[src/rtl/morph_pkg.sv]
package morph_pkg;

    typedef enum logic [1:0] {
        OP_ERODE  = 2'b00,
        OP_DILATE = 2'b01,
        OP_EDGE   = 2'b10,
        OP_PASS   = 2'b11
    } op_t;

    // one column of the 3x3 window: row above, centre row, row below
    typedef struct packed {
        logic top;
        logic mid;
        logic bot;
    } col_t;

endpackage

[src/rtl/morph_binarize.sv]
module morph_binarize #(
    parameter int KEEP_W = 8
) (
    input  logic [KEEP_W-1:0] level,
    input  logic [KEEP_W-1:0] thresh,
    output logic              pix
);
    logic [KEEP_W:0] diff;

    always_comb begin
        diff = {1'b0, level} - {1'b0, thresh};
        pix  = ~diff[KEEP_W];   // non-negative difference -> 1
    end
endmodule

[src/rtl/morph_linebuf.sv]
module morph_linebuf #(
    parameter int DEPTH = 128,
    parameter int AW    = 8
) (
    input  logic          clk,
    input  logic          we,
    input  logic [AW-1:0] addr,
    input  logic          din,
    output logic          rd_new,
    output logic          rd_old
);
    logic [DEPTH-1:0] mem_new;
    logic [DEPTH-1:0] mem_old;

    assign rd_new = mem_new[addr];
    assign rd_old = mem_old[addr];

    always_ff @(posedge clk) begin
        if (we) begin
            mem_old[addr] <= mem_new[addr];
            mem_new[addr] <= din;
        end
    end
endmodule

[src/rtl/morph_kernel.sv]
module morph_kernel
    import morph_pkg::*;
(
    input  col_t left,
    input  col_t ctr,
    input  col_t right,
    input  op_t  op,
    output logic pix
);
    logic all1, any1;

    always_comb begin
        all1 = &{left, ctr, right};
        any1 = |{left, ctr, right};
        unique case (op)
            OP_ERODE:  pix = all1;
            OP_DILATE: pix = any1;
            OP_EDGE:   pix = ctr.mid & ~all1;
            default:   pix = ctr.mid;
        endcase
    end
endmodule

[src/rtl/morph_row_pipe.sv]
module morph_row_pipe
    import morph_pkg::*;
#(
    parameter int IMG_W    = 128,
    parameter int IMG_H    = 128,
    parameter int SAMPLE_W = 11,
    parameter int KEEP_W   = 8
) (
    input  logic                clk,
    input  logic                rst_n,
    input  logic                in_valid,
    input  logic                in_sor,
    input  logic [SAMPLE_W-1:0] in_sample,
    input  logic [KEEP_W-1:0]   thresh,
    input  logic [1:0]          op_sel,
    output logic                out_valid,
    output logic                out_sor,
    output logic                out_eof,
    output logic                out_pix
);
    localparam int COL_W = $clog2(IMG_W + 1);
    localparam int ROW_W = $clog2(IMG_H + 1);

    typedef struct packed {
        logic [COL_W-1:0] col;
        logic [ROW_W-1:0] row;
        logic             flush;
        col_t             win1;   // centre column
        col_t             win2;   // column left of centre
        logic             ov;
        logic             osor;
        logic             oeof;
        logic             opix;
    } state_t;

    state_t s_q, s_d;

    op_t              op;
    logic             bin_pix, lb_new, lb_old, lb_we, kpix;
    logic             ev, at_end, tail, emit, pad, flushing;
    logic [COL_W-1:0] cidx, lb_addr;
    logic [ROW_W-1:0] r_eff;
    col_t             padcol, newcol, k_left, k_right;

    assign op       = op_t'(op_sel);
    assign flushing = s_q.flush;

    morph_binarize #(.KEEP_W(KEEP_W)) u_bin (
        .level  (in_sample[SAMPLE_W-1 -: KEEP_W]),
        .thresh (thresh),
        .pix    (bin_pix)
    );

    morph_linebuf #(.DEPTH(IMG_W), .AW(COL_W)) u_lb (
        .clk    (clk),
        .we     (lb_we),
        .addr   (lb_addr),
        .din    (bin_pix),
        .rd_new (lb_new),
        .rd_old (lb_old)
    );

    morph_kernel u_kern (
        .left  (k_left),
        .ctr   (s_q.win1),
        .right (k_right),
        .op    (op),
        .pix   (kpix)
    );

    always_comb begin
        s_d       = s_q;
        s_d.ov    = 1'b0;
        s_d.osor  = 1'b0;
        s_d.oeof  = 1'b0;

        ev      = s_q.flush | in_valid;
        cidx    = (!s_q.flush && in_sor) ? '0 : s_q.col;
        r_eff   = s_q.flush ? ROW_W'(IMG_H) : s_q.row;
        at_end  = (cidx == COL_W'(IMG_W));
        tail    = (cidx == '0);
        lb_addr = at_end ? '0 : cidx;
        lb_we   = in_valid & ~s_q.flush;

        pad        = (op != OP_DILATE);
        padcol     = '{top: pad, mid: pad, bot: pad};
        newcol.top = (at_end || r_eff == ROW_W'(1)) ? pad : lb_old;
        newcol.mid = at_end ? pad : lb_new;
        newcol.bot = s_q.flush ? pad : bin_pix;

        // column 0 of a row completes the previous output row's last pixel
        k_left  = (cidx == COL_W'(1)) ? padcol : s_q.win2;
        k_right = tail ? padcol : newcol;
        emit    = tail ? (r_eff >= ROW_W'(2)) : (r_eff >= ROW_W'(1));

        if (ev) begin
            s_d.win2 = s_q.win1;
            s_d.win1 = newcol;
            s_d.ov   = emit;
            s_d.osor = emit && (cidx == COL_W'(1));
            s_d.oeof = emit && at_end;
            s_d.opix = kpix;
            if (s_q.flush) begin
                if (at_end) begin
                    s_d.flush = 1'b0;
                    s_d.col   = '0;
                    s_d.row   = '0;
                end else begin
                    s_d.col = cidx + COL_W'(1);
                end
            end else if (cidx == COL_W'(IMG_W - 1)) begin
                s_d.col = '0;
                if (s_q.row == ROW_W'(IMG_H - 1)) begin
                    s_d.flush = 1'b1;
                    s_d.row   = '0;
                end else begin
                    s_d.row = s_q.row + ROW_W'(1);
                end
            end else begin
                s_d.col = cidx + COL_W'(1);
            end
        end
    end

    always_ff @(posedge clk) begin
        if (!rst_n) s_q <= '0;
        else        s_q <= s_d;
    end

    assign out_valid = s_q.ov;
    assign out_sor   = s_q.osor;
    assign out_eof   = s_q.oeof;
    assign out_pix   = s_q.opix;
endmodule

[config.mk]
export PLATFORM = sky130hd
export DESIGN_NAME = morph_row_pipe
export DESIGN_NICKNAME = d
export VERILOG_FILES = /design/src/rtl/morph_pkg.sv /design/src/rtl/morph_binarize.sv /design/src/rtl/morph_linebuf.sv /design/src/rtl/morph_kernel.sv /design/src/rtl/morph_row_pipe.sv
export SDC_FILE = /design/constraint.sdc
export NUM_CORES = 1
export LEC_CHECK = 0
export BUFFER_PORTS_ARGS = -buffer_cell sky130_fd_sc_hd__buf_2
export CAP_MARGIN = 5
export CORE_ASPECT_RATIO = 1.25
export CORE_UTILIZATION = 65
export CTS_BUF_LIST = sky130_fd_sc_hd__clkbuf_8
export DETAILED_ROUTE_END_ITERATION = 8
export PLACE_DENSITY = 0.82
export SLEW_MARGIN = 0
export SYNTH_ARGS = -nofsm -noshare
export SYNTH_HDL_FRONTEND = slang
export SYNTH_SLANG_ARGS = --single-unit
[constraint.sdc]
create_clock -name clk -period 13.6 [get_ports clk]
set_clock_uncertainty 0.2 [all_clocks]
set_input_delay 1.36 -clock clk [delete_from_list [all_inputs] [get_ports clk]]
set_output_delay 1.36 -clock clk [all_outputs]
set_load 0.02 [all_outputs]
==> qor.csv <==
metric,value,unit
status,completed,
gpl congestion,0.879,
reg-to-reg critical path startpoint,flushing,
Skew-Pair Late Insertion Delay,0.56,ns
switching power,0.382,mW
Reg power frac,58.6,%
Tot GR Track Use,32.2,%
Iter 0 DRT Violations,1210,
WL final,31000,um
total power,1.66,mW
layout cell share with drive strength beyond 1,12.0,%
"flops & latches, synth",283,
Post-CTS Hold Fix Bufs,0,
# resized after CTS,0,
"Net Count, Synth",1044,
postcts setup bufs,0,
"antenna viol nets, final",0,
vias,8875,
first-pass detailed-route iteration total,7,
clock sink count,283,
worst setup path end,u_lb.mem_old[74],
final slew viol count,0,
Die ar.,19800,sq um
top_reg_cell synth,edfxtp_1,
DRC viols,0,
internal power,1.28,mW
mean routed wirelength per cell,24.0,um
"Distinct cells, synth",70,
area grow syn2layout,7.71,%
worst hold path class,register to register,
maximum number of pins on one net before global-route repair,99,
initial antenna violation count,0,
Max Root-Sink Buffers,3,
GR Overflow Total,0,
hpwl dp,18400,um
Hold Path Depth,2,
final setup TNS,0,ns
Initial Util,66.5,%
Critical Path RT,13.60,ns
final period utilization,42.1,%
synthesized cell area,12500,sq um
Tightest Pin Transition,1.27,ns
max frequency,175,MHz
"area leader, netlist",edfxtp_1,
num rows,56,
via/cell ratio,6.86,
arrival time worst endpoint,5.73,ns
Final Hold Vio Count,0,
# setup viols final,0,
H-tree levels,2,
Reg2Reg Setup Slack,8.06,ns
Post-synth ARST share,0,%
most common cell in the netlist,edfxtp_1,
Post-Syn Instances,1008,
P_leak,4.33,nW
maximum vdd ir drop,0.0000799,V
# Max-Cap Violations,0,
startpoint types,primary input,
slew margin rel.,15.0,%
CP Class,primary input to register,
FF-to-FF End,u_lb.mem_old[74],
I/O pin count,29,
synth cell count leaders,"256 x edfxtp_1, 188 x nor2_1, 62 x nand2_1, 37 x mux2i_1, 36 x a21oi_1",
Tmin final,5.72,ns
power density cells,124,nW/um^2
part of the power in combinational logic,5.9,%
Die Ht,157,um
DIE WIDTH,126,um
CTS tree,done,
area share of the largest cell type after synthesis,61.6,%
"EDFF count, synth",256,
Clock transition at path regs,0.06,ns
CP Max Fanout,98,
Worst setup EP type,register,
clock share of power,35.6,%
Nets,1069,
first-pass GRT wire length,47000,um
vias in the first global route,8570,
port bufs,25,
antenna cells,0,
Setup crit start,in_sor,
clock root cell,clkbuf_8,
Yosys Warn Count,0,
Synth area leaders,"edfxtp_1 62%, nor2_1 5.7%, dfxtp_1 4.3%",
Reg2Reg Depth,10,
Sw Share,23.0,%
RSZ-0062 raised after global routing,false,
syn avg cell area,12.4,sq um
Num CTS Buffers,42,
Std-Cell Core Area,18800,sq um
sequential share of the synthesized area,65.9,%
## power by group through the flow
| stage | registers [mW] | logic, mW | clock network (mW) |
|---|---|---|---|
| floorplan | 0.994 | 0.0644 | 0 |
| global placement | 0.993 | 0.0933 | 0 |
| detailed placement | 0.993 | 0.0946 | 0 |
| CTS | 0.974 | 0.0950 | 0.595 |
| global route | 0.974 | 0.104 | 0.633 |
| finish | 0.975 | 0.0974 | 0.592 |
## kinds of logic (layout without fill, tap and decap cells)
logic type                 count (synthesis)  after routing  share of synthesized area [%]
and+or+nand+nor                          386            386                           14.2
DFF                                      283            283                           65.9
AOI/OAI and AO/OA                        187            187                           10.1
buffers and inverters                     75            128                           2.78
muxes                                     62             62                           5.67
adders and majority gates                 11             11                           1.10
xor gates and xnor gates                   4              4                          0.281
## worst max-delay path: stages
cell	delay, ns
buf_2	0.13
nand2b_2	0.07
buf_4	0.57
nand2_2	0.58
clkinv_4	0.44
mux2i_1	0.17
a221oi_1	0.26
o2111ai_1	0.19
nor4_1	0.60
and2_4	0.47
buf_4	0.79
## how the worst min path moves through the flow
stage	start	endpoint	slack, ns
floorplan	s_q[4]	s_q[4]	0.25
global placement	s_q[6]	s_q[6]	0.26
detailed placement	s_q[6]	s_q[6]	0.26
CTS	s_q[6]	s_q[6]	0.27
global route	s_q[6]	s_q[6]	0.30
finish	s_q[6]	s_q[6]	0.28
## flip-flops by register name, indices dropped and copies added, names as in the netlist
name          cells
flushing          1
out_eof           1
out_pix           1
out_sor           1
out_valid         1
s_q              22
u_lb.mem_new    128
u_lb.mem_old    128
## cell type report
type,instances,area [sq um]
sequential,283,8230
inverter,17,68.8
timing repair buffer,39,230
clock inverter,30,119
tap,232,290
clock buffer,42,578
fill,1320,5330
multi-input combinational,650,3930
## per-stage QoR
step / worst slack [ns] / instances / cell area [sq um] / util, % / hold slack [ns]
after floorplan: 7.05 / 1008 / 12500 / - / 0.245
after global placement: 7.61 / 1221 / 12800 / 67.9 / 0.255
after detailed placement: 7.60 / 1221 / 12800 / 67.9 / 0.265
after CTS: 8.12 / 1293 / 13400 / 71.6 / 0.273
after global routing: 7.82 / 1293 / 13400 / 71.6 / 0.298
final: 7.88 / 1293 / 13400 / 71.6 / 0.276
## cell usage in the layout, fill, tap and decap left out, types with 5 or more instances in the layout
cell        n
clkbuf_8   42
nor4_1     10
buf_2      25
nor3b_1     5
clkinv_1   14
mux2_2     20
nor3_1     21
o21ai_0    30
o211ai_1   10
buf_4      14
nor2b_1    13
o221ai_1   12
nor2_1    188
nand2_1    62
nand4_1     8
o31ai_1     5
ha_1       11
inv_1      30
a21oi_1    36
dfxtp_1    25
mux4_2      5
or3_1       8
and2_1      5
a211oi_1    8
a31oi_1    11
edfxtp_1  256
nand3_1    35
and3_1      9
o22ai_1    30
mux2i_1    37
## routing by layer
metal | GRT usage, % | share of wire, % | up-vias
met5 | 0 | 0 | -
met4 | 19.3 | 6.2 | 0
met3 | 6.39 | 12 | 178
met2 | 53.0 | 47 | 628
met1 | 39.7 | 35 | 4205
li1 | - | - | 3864
(Power assumes the default switching activity.)
